--- config.mk ---
export PLATFORM = sky130hd
export DESIGN_NAME = fault_oe_gate
export DESIGN_NICKNAME = d
export VERILOG_FILES = /design/src/rtl/fog_pkg.sv /design/src/rtl/fog_fault_sync.sv /design/src/rtl/fog_arm_fsm.sv /design/src/rtl/fog_oe_gate.sv /design/src/rtl/fault_oe_gate.sv
export SDC_FILE = /design/constraint.sdc
export NUM_CORES = 1
export LEC_CHECK = 0
export ABC_AREA = 1
export BUFFER_PORTS_ARGS = -buffer_cell sky130_fd_sc_hd__buf_4
export CAP_MARGIN = 0
export CORE_MARGIN = 8
export CORE_UTILIZATION = 22
export CTS_CLUSTER_SIZE = 16
export DETAILED_ROUTE_END_ITERATION = 8
export GPL_ROUTABILITY_DRIVEN = 0
export PLACE_DENSITY = 0.81
export SYNTH_ARGS = -nofsm -noshare
export SYNTH_HDL_FRONTEND = slang
export SYNTH_SLANG_ARGS = --single-unit
--- constraint.sdc ---
create_clock -name clk -period 0.83 [get_ports clk]
set_clock_uncertainty 0.05 [all_clocks]
set_input_delay 0.1245 -clock clk [delete_from_list [all_inputs] [get_ports clk]]
set_output_delay 0.1245 -clock clk [all_outputs]
set_load 0.02 [all_outputs]
--- src/rtl/fog_pkg.sv ---
package fog_pkg;

    typedef enum logic {
        ST_DISARMED = 1'b0,
        ST_ARMED    = 1'b1
    } arm_state_e;

endpackage

--- src/rtl/fog_fault_sync.sv ---
module fog_fault_sync #(
    parameter int STAGES = 2
) (
    input  logic clk,
    input  logic rst_n,
    input  logic fault_n_i,
    output logic lvl_o,
    output logic fall_o
);
    localparam int LAST = STAGES - 1;

    logic [LAST:0] chain_q;
    logic          lvl_q;

    generate
        if (STAGES == 1) begin : g_one
            always_ff @(posedge clk or negedge rst_n) begin
                if (!rst_n) chain_q <= '1;
                else        chain_q <= fault_n_i;
            end
        end else begin : g_many
            always_ff @(posedge clk or negedge rst_n) begin
                if (!rst_n) chain_q <= '1;
                else        chain_q <= {chain_q[LAST-1:0], fault_n_i};
            end
        end
    endgenerate

    always_ff @(posedge clk or negedge rst_n) begin
        if (!rst_n) lvl_q <= 1'b1;
        else        lvl_q <= chain_q[LAST];
    end

    assign lvl_o  = chain_q[LAST];
    assign fall_o = lvl_q & ~chain_q[LAST];


    evt_single_chk: assert property (@(posedge clk) disable iff (!rst_n)
        fall_o |=> !fall_o);

endmodule

--- src/rtl/fog_arm_fsm.sv ---
module fog_arm_fsm
    import fog_pkg::*;
(
    input  logic clk,
    input  logic rst_n,
    input  logic lvl_i,
    input  logic wr_i,
    input  logic wdata_i,
    output logic arm_o
);
    arm_state_e state_q, state_d;

    always_ff @(posedge clk or negedge rst_n) begin
        if (!rst_n) state_q <= ST_DISARMED;
        else        state_q <= state_d;
    end

    always_comb begin
        state_d = state_q;
        unique case (state_q)
            ST_DISARMED: if (wr_i && wdata_i && lvl_i) state_d = ST_ARMED;   // ARM
            ST_ARMED: begin
                if (!lvl_i)                  state_d = ST_DISARMED;          // TRIP
                else if (wr_i && !wdata_i)   state_d = ST_DISARMED;          // DISARM
            end
            default: state_d = ST_DISARMED;
        endcase
    end

    always_comb begin
        arm_o = (state_q == ST_ARMED);
    end


    trip_clear_chk: assert property (@(posedge clk) disable iff (!rst_n)
        !lvl_i |=> !arm_o);

    set_cause_chk: assert property (@(posedge clk) disable iff (!rst_n)
        $rose(arm_o) |-> $past(wr_i && wdata_i));

    sw_clear_chk: assert property (@(posedge clk) disable iff (!rst_n)
        (wr_i && !wdata_i) |=> !arm_o);

endmodule

--- src/rtl/fog_oe_gate.sv ---
module fog_oe_gate #(
    parameter int NUM_PINS = 32
) (
    input  logic                fault_n_i,
    input  logic                arm_i,
    input  logic [NUM_PINS-1:0] dir_i,
    input  logic [NUM_PINS-1:0] dis_sel_i,
    output logic [NUM_PINS-1:0] oe_o
);
    logic allow_protected;

    assign allow_protected = fault_n_i & arm_i;

    generate
        for (genvar p = 0; p < NUM_PINS; p++) begin : g_pin
            assign oe_o[p] = dir_i[p] & (~dis_sel_i[p] | allow_protected);
        end
    endgenerate

endmodule

--- src/rtl/fault_oe_gate.sv ---
module fault_oe_gate #(
    parameter int NUM_PINS    = 32,
    parameter int SYNC_STAGES = 2
) (
    input  logic                clk,
    input  logic                rst_n,
    input  logic                fault_n_i,
    input  logic [NUM_PINS-1:0] dir_i,
    input  logic [NUM_PINS-1:0] dis_sel_i,
    input  logic                arm_wr_i,
    input  logic                arm_wdata_i,
    output logic [NUM_PINS-1:0] oe_o,
    output logic                arm_o,
    output logic                fault_lvl_o,
    output logic                fault_evt_o
);
    logic lvl_w;
    logic fall_w;
    logic arm_w;

    fog_fault_sync #(.STAGES(SYNC_STAGES)) sync_i (
        .clk       (clk),
        .rst_n     (rst_n),
        .fault_n_i (fault_n_i),
        .lvl_o     (lvl_w),
        .fall_o    (fall_w)
    );

    fog_arm_fsm fsm_i (
        .clk     (clk),
        .rst_n   (rst_n),
        .lvl_i   (lvl_w),
        .wr_i    (arm_wr_i),
        .wdata_i (arm_wdata_i),
        .arm_o   (arm_w)
    );

    fog_oe_gate #(.NUM_PINS(NUM_PINS)) gate_i (
        .fault_n_i (fault_n_i),
        .arm_i     (arm_w),
        .dir_i     (dir_i),
        .dis_sel_i (dis_sel_i),
        .oe_o      (oe_o)
    );

    assign arm_o       = arm_w;
    assign fault_lvl_o = lvl_w;
    assign fault_evt_o = fall_w;


    fault_kill_chk: assert property (@(posedge clk) disable iff (!rst_n)
        !fault_n_i |-> ((oe_o & dis_sel_i) == '0));

    oe_needs_dir_chk: assert property (@(posedge clk) disable iff (!rst_n)
        (oe_o & ~dir_i) == '0);

    unprot_follow_chk: assert property (@(posedge clk) disable iff (!rst_n)
        ((oe_o ^ dir_i) & ~dis_sel_i) == '0);

    disarmed_off_chk: assert property (@(posedge clk) disable iff (!rst_n)
        !arm_o |-> ((oe_o & dis_sel_i) == '0));

endmodule

* Word-level counts from Yosys, hierarchy flattened
Cells that the tools add are included.
Cells by class: add/sub/neg operators 0, multiply operators 0, div/mod/pow operators 0, $lt $le $gt $ge 0, equal/unequal tests 0, shift operators 0, muxes and demuxes 4, bitwise operators 100, reductions and logical operators 4
Operators by type and width (count):
- 1-bit AND | 34
- 1-bit inverter | 34
- 1-bit bitwise OR | 32
- 1-bit logical AND | 3
- 1-bit two-way mux | 3
- 1-bit one-hot mux with 2 select lines | 1
- 1-bit logical NOT | 1
Word-level totals: bits in registers 4, bits in latches 0, bits in writable memories 0, bits in read-only memories 0, input port bits 69, output and inout bits 35, word-level logic and storage cells 111, memories kept 0

* Longest topological paths before layout
Gate-level depths: netlist of run 1.
word-level depth 5, depth in mapped cells 4

* Hierarchy
A second synthesis of run 1 with hierarchy kept.
Second synthesis, totals: cell total of the unflattened synthesis 79, area total of the unflattened synthesis 588.1 um^2
Modules (own cells, without submodules):
- fog_oe_gate | instances 1, cells an instance 68, area each 455.4 um^2, seq. area each 0.0 um^2
- fog_fault_sync | instances 1, cells an instance 5, area each 88.8 um^2, seq. area each 78.8 um^2
- fog_arm_fsm | instances 1, cells an instance 6, area each 43.8 um^2, seq. area each 25.0 um^2

* Least setup slack after synthesis of run 1
Ideal clock, no wire load.
kind reg-to-output, from reg fsm_i.state_q, in the netlist fsm_i.arm_o, to out oe_o[30], arrival 1.111 ns, data required time 0.655 ns, setup slack -0.455 ns, cell stages (with the launch flop) 3, cells stage by stage dfrtp_1 nand2_2 a21boi_0
On the way: cells in the longest elaborated chain, start to end 3
RTL lines:
- from (decl) | line fog_arm_fsm.sv:11 | arm_state_e state_q, state_d;
- from (signal assigned) | line fog_arm_fsm.sv:15 | else state_q <= state_d;
- 1-bit AND | line fog_oe_gate.sv:12 | assign allow_protected = fault_n_i & arm_i;
- 1-bit bitwise OR | line fog_oe_gate.sv:16 | assign oe_o[p] = dir_i[p] & (~dis_sel_i[p] | allow_protected);
- 1-bit AND | line fog_oe_gate.sv:16
- to (decl) | line fault_oe_gate.sv:12 | output logic [NUM_PINS-1:0] oe_o,
Every way passes these cells.

* Worst setup path in the final report of run 1
from reg fsm_i.state_q, in the netlist fsm_i.arm_o, to out oe_o[25]
Same word-level chain as after synthesis.

==> results of run 1 <==
per-layer routing:
metal	up-vias	share of wire	global-route usage
li1	401	-	-
met1	408	0.28	0.124
met2	55	0.61	0.361
met3	5	0.093	0.0636
met4	0	0.014	0.0518
met5	-	0	0
area by class of cell:
type                       count  area share
timing repair buffer         115       0.569
inverter                       2     0.00396
clock buffer                   4      0.0139
multi-input combinational     38       0.339
tap                           28      0.0185
sequential                     4      0.0555
sequential cells by signal, summed over array words and instances, names as in the netlist:
register        count
fsm_i.arm_o         1
sync_i.lvl_q        1
sync_i.chain_q      2
where the power goes:
group | internal, µW | leakage (µW) | switching (µW) | total [µW]
clock network | 181 | 0.0000150 | 95.8 | 277
registers | 213 | 0.0000432 | 11.3 | 225
logic | 645 | 0.000915 | 424 | 1070
total | 1040 | 0.000973 | 531 | 1570
worst max-delay path, cell delays in order (launching register included):
cell,delay (ns)
dfrtp_2,0.41
nand2_8,0.11
buf_12,0.17
a21boi_4,0.14
buf_6,0.14
synthesized netlist by cell type (all sizes together):
cell	number	area (µm²)
nand2	3	13.8
dfstp	3	78.8
nor2	3	11.3
a21boi	32	353
inv	2	7.51
dfrtp	1	25.0
buf	3	33.8
through the flow:
step / instances / hold slack, ns / power [µW] / cell area, µm² / setup TNS, ns
floorplan: 47 / -0.221 / 633 / 773 / -8.12
global placement: 181 / -0.130 / 1130 / 1630 / -8.70
detailed placement: 181 / -0.126 / 1150 / 1630 / -9.22
CTS: 190 / 0.0724 / 1570 / 1880 / -18.52
global route: 191 / 0.0775 / 1630 / 1890 / -19.75
finish: 191 / 0.0764 / 1570 / 1890 / -18.69
timing repair:
action | CTS | global route
hold endpoints to repair | 4 | 0
gates cloned | 2 | 0
setup endpoints to repair | 36 | 36
buffers inserted | 2 | 1
hold buffers | 1 | 0
resized for setup | 40 | 2
pin swaps | 2 | 1
worst paths after layout:
| check | from | endpoint | slack [ns] |
|---|---|---|---|
| min reg2reg | sync_i.chain_q[0] | sync_i.chain_q[1] | 0.31 |
| min | fault_n_i | sync_i.chain_q[0] | 0.08 |
| max | fsm_i.arm_o | oe_o[25] | -0.56 |
| max in group asynchronous | rst_n | sync_i.chain_q[1] | 0.35 |
| max reg2reg | fsm_i.arm_o | fsm_i.arm_o | -0.29 |
| min in group asynchronous | rst_n | fsm_i.arm_o | 0.18 |
cell families (layout without fill, tap and decap cells):
family / count (synthesis) / after routing / share of synthesized area
and+or+nand+nor: 6 / 6 / 0.0479
AOI/OAI and AO/OA: 32 / 32 / 0.675
buffers and inverters: 5 / 121 / 0.0789
DFF: 4 / 4 / 0.199
==> qor.tcl, run 1 <==
set qor(clkSinkCount) 4
set qor(cts_tree) {done}
set qor(period_minus_slack_ns) 1.39
set qor(start_kind) {flip-flop}
set qor(cts_root_buf) {clkbuf_4}
set qor(layout.filler_cells) 124
set qor(synth.net_count) 116
set qor(cts.path.max_buffers) 2
set qor(groute.usage.overall) 0.166
set qor(place_hpwl_mm) 2.91
set qor(syn2layout_area_growth_pct) 262
set qor(multiInputGateArea_um2) 642
set qor(route.vias.total) 869
set qor(antenna_cells_inserted) 0
set qor(postSynthRegisterBits) 4
set qor(path_class) {flip-flop to output port}
set qor(worstPathMaxFanout) 7
set qor(cts-buffers-inserted) 3
set qor(crit_required_ns) 0.66
set qor(dp_worst_setup_slack_ns) -0.311
set qor(wl_mm) 3.67
set qor(yosys.cell_types.count) 9
set qor(rows) 17
set qor(floorplan.core_area_um2) 2230
set qor(layout_common_cells) {73 x buf_4, 36 x buf_6, 31 x a21boi_4}
set qor(r2r_cell_count) 5
set qor(avgSynthCellArea_um2) 11.1
set qor(postLayoutSetupSlackWorst_ns) -0.564
set qor(worst_slew_pin_slew_ns) 0.132
set qor(critPathCaptureType) {output port}
set qor(cap_violations) 0
set qor(register_area_share_after_synthesis) 0.199
set qor(result_of_the_run) {complete, but fails checks}
set qor(clk_latency_ns) 0.25
set qor(rsz_0062_raised_after_global_routing) {true}
set qor(ys_warn_count) 0
set qor(grt_start_max_net_pins) 8
set qor(arrival_ns) 1.22
set qor(die_w_um) 64.8
set qor(number_of_top_level_pins) 104
set qor(drt_pre_antenna_iters) 2
set qor(power_density_nw_per_um2) 829
set qor(die-height_um) 64.8
set qor(drt.antenna.violating_nets) 0
set qor(synthesis.area_um2) 523
set qor(number_of_antenna_violations_at_the_first_check_in_global_routing) 0
set qor(drc_errors) 0
set qor(number_of_levels_in_the_clock_h_tree) 1
set qor(number_of_nets_at_the_end_of_the_flow) 233
set qor(grt_overflow_total) 0
set qor(final-max-slew-violation-count) 0
set qor(timing.final.crit_share) 1.68
set qor(share_of_cells_above_drive_strength_1) 0.963
set qor(first_global_vias) 1107
set qor(report.final.setup_viol) 36
set qor(routedWlPerCell_um) 19.2
set qor(violations) {setup timing}
set qor(post_synth_inst_count) 47
set qor(initial_utilization) 0.234
set qor(timing.hold.worst.class) {input pin to flip-flop}
set qor(initialDrtViolationCount) 13
set qor(port_buffers) 103
set qor(final_count_of_hold_timing_violations) 0
set qor(whs_path_depth) 2
set qor(max_slew_margin) 0.912
set qor(utilization) 0.848
set qor(area.sequential_um2) 105
set qor(clk_transition_reported_paths_ns) 0.04
set qor(irDropWorstVdd_mv) 0.657
set qor(leakagePower_uw) 0.000973
set qor(mostFrequentLayoutCell) {buf_4}
set qor(clock.fmax_mhz) 717
set qor(drt-vias-per-instance) 4.55
set qor(die_area_um2) 4190
set qor(grt_pass1_wl_mm) 5.39
No activity file was read; power rests on OpenSTA's default activity.
==> run 2: changes to the inputs <==
--- a/config.mk
+++ b/config.mk
@@ -14,6 +14,8 @@
 export DETAILED_ROUTE_END_ITERATION = 8
 export GPL_ROUTABILITY_DRIVEN = 0
 export PLACE_DENSITY = 0.81
+export REMOVE_ABC_BUFFERS = 1
+export SKIP_CTS_REPAIR_TIMING = 1
 export SYNTH_ARGS = -nofsm -noshare
 export SYNTH_HDL_FRONTEND = slang
 export SYNTH_SLANG_ARGS = --single-unit
==> run 2 against run 1 <==
Effect of this change: worst hold slack improved by 0.0082 ns; largest cell class unchanged; the run still ends with setup timing left; design area shrank 20%; die area did not move; sequential share of layout area increased by 1.3 points; maximum frequency increased by 3.6%; global-route usage down 3.8 points; register-to-register slack improved by 0.19 ns; combinational power fell by 22%; utilization is 17 points lower; non-clock buffer count shrank 6; via count fell by 6.4%; first-iteration DRC count fell by 62%.
==> qor.tcl, run 2 (synthesis gave the netlist of run 1 again) <==
set qor(clkSinkCount) 4
set qor(irDropWorstVdd_mv) 0.688
set qor(critPathMaxStageDelay_ns) 0.36
set qor(routedWlPerCell_um) 16.2
set qor(floorplan.core_area_um2) 2230
set qor(initialDrtViolationCount) 5
set qor(worst_path_dominant_cell_family) {flip-flops}
set qor(antenna_cells_inserted) 0
set qor(layout_common_cells) {82 x buf_4, 27 x a21boi_2, 23 x buf_6, 4 x a21boi_4}
set qor(worstHoldEndpoint) {fsm_i.arm_o}
set qor(groute.usage.overall) 0.128
set qor(drt_pre_antenna_iters) 4
set qor(first_global_vias) 942
set qor(drt.antenna.violating_nets) 0
set qor(final.setup.tns_ns) -16.51
set qor(regToRegStartpoint) {fsm_i.arm_o}
set qor(r2r_setup_slack_ns) -0.10
set qor(clk_transition_reported_paths_ns) 0.04
set qor(clk_latency_ns) 0.23
set qor(result_of_the_run) {complete, but fails checks}
set qor(max_slew_margin) 0.911
set qor(whs_path_depth) 3
set qor(timing.hold.worst.class) {input pin to flip-flop}
set qor(number_of_levels_in_the_clock_h_tree) 1
set qor(utilization) 0.681
set qor(dp_worst_setup_slack_ns) -0.294
set qor(cts.path.max_buffers) 2
set qor(r2r_cell_count) 4
set qor(grt_overflow_total) 0
set qor(drt-vias-per-instance) 4.39
set qor(timing.final.crit_share) 1.62
set qor(period_minus_slack_ns) 1.34
set qor(timing.hold.worst.start) {arm_wr_i}
set qor(worstReg2RegEnd) {fsm_i.arm_o}
set qor(mostFrequentLayoutCell) {buf_4}
set qor(leakagePower_uw) 0.000776
set qor(power_density_nw_per_um2) 865
set qor(number_of_flip_flops_in_the_largest_register) 2
set qor(arrival_ns) 1.17
set qor(number_of_top_level_pins) 104
set qor(start_kind) {flip-flop}
set qor(share_of_cells_above_drive_strength_1) 0.936
set qor(path_class) {flip-flop to output port}
set qor(initial_utilization) 0.234
set qor(syn2layout_area_growth_pct) 191
set qor(crit_buf_inv) 2
set qor(violations) {setup timing}
set qor(port_buffers) 103
set qor(route.vias.total) 813
set qor(timing.critical_path.cells) {nand2_2 -> buf_12 -> a21boi_2 -> buf_4}
set qor(worstPathMaxFanout) 17
set qor(cap_violations) 0
set qor(number_of_antenna_violations_at_the_first_check_in_global_routing) 0
set qor(wl_mm) 3.00
set qor(cts_root_buf) {clkbuf_4}
set qor(die-height_um) 64.8
set qor(rows) 17
set qor(worst_slew_pin_slew_ns) 0.134
set qor(final-max-slew-violation-count) 0
set qor(clock.fmax_mhz) 744
set qor(regMostFlops) {sync_i.chain_q}
set qor(grt_pass1_wl_mm) 4.27
set qor(die_area_um2) 4190
set qor(die_w_um) 64.8
set qor(critPathCaptureType) {output port}
set qor(cts_tree) {done}
set qor(crit_required_ns) 0.66
set qor(number_of_nets_at_the_end_of_the_flow) 227
set qor(grt_start_max_net_pins) 18
set qor(report.final.setup_viol) 36
set qor(postLayoutSetupSlackWorst_ns) -0.515
set qor(rsz_0062_raised_after_global_routing) {true}
set qor(final_count_of_hold_timing_violations) 0
set qor(worst_path_max_delay_cell) {dfrtp_1}
set qor(place_hpwl_mm) 2.66
set qor(drc_errors) 0
set qor(cts-buffers-inserted) 3
[run 2: worst max-delay path by stage]
stage / to / cells after the start / startpoint / slack (ns)
floorplan: oe_o[30] / 2 / fsm_i.arm_o / -0.94
global placement: oe_o[30] / 4 / fsm_i.arm_o / -0.28
detailed placement: oe_o[30] / 4 / fsm_i.arm_o / -0.29
CTS: oe_o[30] / 4 / fsm_i.arm_o / -0.56
global route: oe_o[5] / 4 / fsm_i.arm_o / -0.56
finish: oe_o[5] / 4 / fsm_i.arm_o / -0.51
[run 2: cell type report]
type,instances,area [µm²]
clock buffers,4,26.3
fillers,176,712
inverters,2,7.51
multi-input cells,38,414
flip-flops and latches,4,104
well taps,28,35.0
repair buffers,109,935
[run 2: power by group]
part           internal [µW]  total [µW]  switching, µW  leakage, µW
Clock                    181         262           81.7    0.0000150
Sequential               213         220           7.55    0.0000445
Combinational            500         834            334     0.000716
[run 2: layer usage]
metal / vias up / GRT usage / share of wire
li1: 388 / - / -
met1: 370 / 0.104 / 0.29
met2: 55 / 0.235 / 0.55
met3: 0 / 0.0928 / 0.16
met4: 0 / 0.0409 / 0
met5: - / 0 / 0
[run 2: through the flow]
step	area [µm²]	total power, µW	std cells	hold WS (ns)
after floorplan	489	501	44	-0.221
after global placement	1350	957	178	-0.130
after detailed placement	1350	971	178	-0.129
after CTS	1370	1250	182	-0.385
after global routing	1520	1380	185	0.103
final	1520	1320	185	0.0845
[run 2: tightest hold or removal path, delay by kind of cell]
family	cells	cell delay, ns
buf+inv	1	0.09
simple gates	2	0.11
==> run 3: changes to the inputs <==
--- a/config.mk
+++ b/config.mk
@@ -13,6 +13,7 @@
 export CTS_CLUSTER_SIZE = 16
 export DETAILED_ROUTE_END_ITERATION = 8
 export GPL_ROUTABILITY_DRIVEN = 0
+export GPL_TIMING_DRIVEN = 0
 export PLACE_DENSITY = 0.81
 export REMOVE_ABC_BUFFERS = 1
 export SKIP_CTS_REPAIR_TIMING = 1
==> run 3 against run 2 <==
Effect of this change: the run still ends with setup timing left; sequential share of layout area up 0.67 points; design area down 5.6%; maximum frequency down 5.8%; clock power about the same; register-to-register slack about the same; critical path type unchanged; critical endpoint is now oe_o[10]; largest cell class unchanged.
==> qor.tcl, run 3 (synthesis gave the netlist of run 1 again) <==
set qor(number_of_flip_flops_in_the_largest_register) 2
set qor(mostFrequentLayoutCell) {buf_4}
set qor(drt-vias-per-instance) 4.48
set qor(number_of_nets_at_the_end_of_the_flow) 225
set qor(design_area_um2) 1440
set qor(max_slew_margin) 0.851
set qor(r2r_cell_count) 2
set qor(final_count_of_hold_timing_violations) 0
set qor(power_total_uw) 1270
set qor(routedWlPerCell_um) 17.3
set qor(report.final.setup_viol) 36
set qor(violations) {setup timing}
set qor(syn2layout_area_growth_pct) 175
set qor(number_of_antenna_violations_at_the_first_check_in_global_routing) 0
set qor(period_minus_slack_ns) 1.43
set qor(route.vias.total) 819
set qor(worstPathMaxFanout) 8
set qor(multiInputGateArea_um2) 450
set qor(area.sequential_um2) 108
set qor(die_area_um2) 4190
set qor(rsz_0062_raised_after_global_routing) {true}
set qor(leakagePower_uw) 0.000721
set qor(port_buffers) 103
set qor(final-max-slew-violation-count) 0
set qor(clock.fmax_mhz) 701
set qor(power_density_nw_per_um2) 883
set qor(floorplan.core_area_um2) 2230
set qor(irDropWorstVdd_mv) 0.648
set qor(grt_overflow_total) 0
set qor(initialDrtViolationCount) 7
set qor(clk_latency_ns) 0.23
set qor(drc_errors) 0
set qor(regMostFlops) {sync_i.chain_q}
set qor(whs_path_depth) 1
set qor(cts-buffers-inserted) 3
set qor(cts.path.max_buffers) 2
set qor(place_hpwl_mm) 2.59
set qor(cts_tree) {done}
set qor(cap_violations) 0
set qor(layout_common_cells) {96 x buf_4, 32 x a21boi_2, 7 x buf_6}
set qor(timing.final.crit_share) 1.72
set qor(wl_mm) 3.17
set qor(clkSinkCount) 4
set qor(grt_start_max_net_pins) 33
set qor(arrival_ns) 1.25
set qor(cts_root_buf) {clkbuf_4}
set qor(postLayoutSetupSlackWorst_ns) -0.597
set qor(path_class) {flip-flop to output port}
set qor(regToRegStartpoint) {fsm_i.arm_o}
set qor(critPathCaptureType) {output port}
set qor(drt.antenna.violating_nets) 0
set qor(timing.hold.worst.start) {fault_n_i}
set qor(crit_required_ns) 0.66
set qor(start_kind) {flip-flop}
set qor(clk_transition_reported_paths_ns) 0.04
set qor(timing.hold.worst.class) {input pin to flip-flop}
set qor(worst_slew_pin_slew_ns) 0.223
set qor(crit_path_launch) {fsm_i.arm_o}
set qor(antenna_cells_inserted) 0
set qor(dpl_cells) 175
set qor(initial_utilization) 0.234
set qor(die-height_um) 64.8
set qor(share_of_cells_above_drive_strength_1) 0.948
set qor(finalNonFillerCells) 183
set qor(grt_pass1_wl_mm) 4.40
set qor(number_of_top_level_pins) 104
set qor(number_of_levels_in_the_clock_h_tree) 1
set qor(drt_pre_antenna_iters) 2
set qor(result_of_the_run) {complete, but fails checks}
set qor(postPlaceCellArea_um2) 1300
set qor(groute.usage.overall) 0.130
set qor(die_w_um) 64.8
set qor(layout.filler_cells) 188
set qor(first_global_vias) 980
set qor(rows) 17
-- run 3: power breakdown --
group	total [µW]	switching, µW	internal, µW
combinational	770	326	443
sequential	239	24.0	215
clock	259	79.1	180
-- run 3: worst max-delay path: stages (launching register included) --
cell	delay [ns]
dfrtp_4	0.55
nand2_4	0.16
a21boi_2	0.16
buf_4	0.15
-- run 3: stage by stage --
stage	hold slack [ns]	worst slack [ns]	TNS, ns	util
floorplan	-0.221	-0.945	-22.39	-
global placement	-0.131	-0.819	-21.56	0.581
detailed placement	-0.128	-0.870	-22.95	0.581
CTS	-0.384	-1.13	-32.16	0.593
global route	0.0310	-0.637	-20.44	0.643
finish	0.0450	-0.597	-18.45	0.643
-- run 3: cell type report --
| type | instances | area share |
|---|---|---|
| Clock buffer | 4 | 0.0183 |
| Inverter | 2 | 0.00523 |
| Timing Repair Buffer | 104 | 0.564 |
| Sequential cell | 4 | 0.0749 |
| Tap cell | 28 | 0.0244 |
| Multi-Input combinational cell | 41 | 0.314 |
-- run 3: final timing paths --
kind                                          end  slack (ns)
worst max-delay path                     oe_o[10]       -0.60
worst min-delay path            sync_i.chain_q[0]        0.05
worst max register to register        fsm_i.arm_o       -0.10
worst min register to register  sync_i.chain_q[1]        0.32
max in group asynchronous            sync_i.lvl_q        0.36
min in group asynchronous             fsm_i.arm_o        0.17
-- run 3: metal layers --
metal,GRT usage,vias to the layer above,share of wire
li1,-,388,-
met4,0.0409,0,0.0060
met1,0.108,372,0.31
met2,0.234,57,0.54
met5,0,-,0
met3,0.101,2,0.15
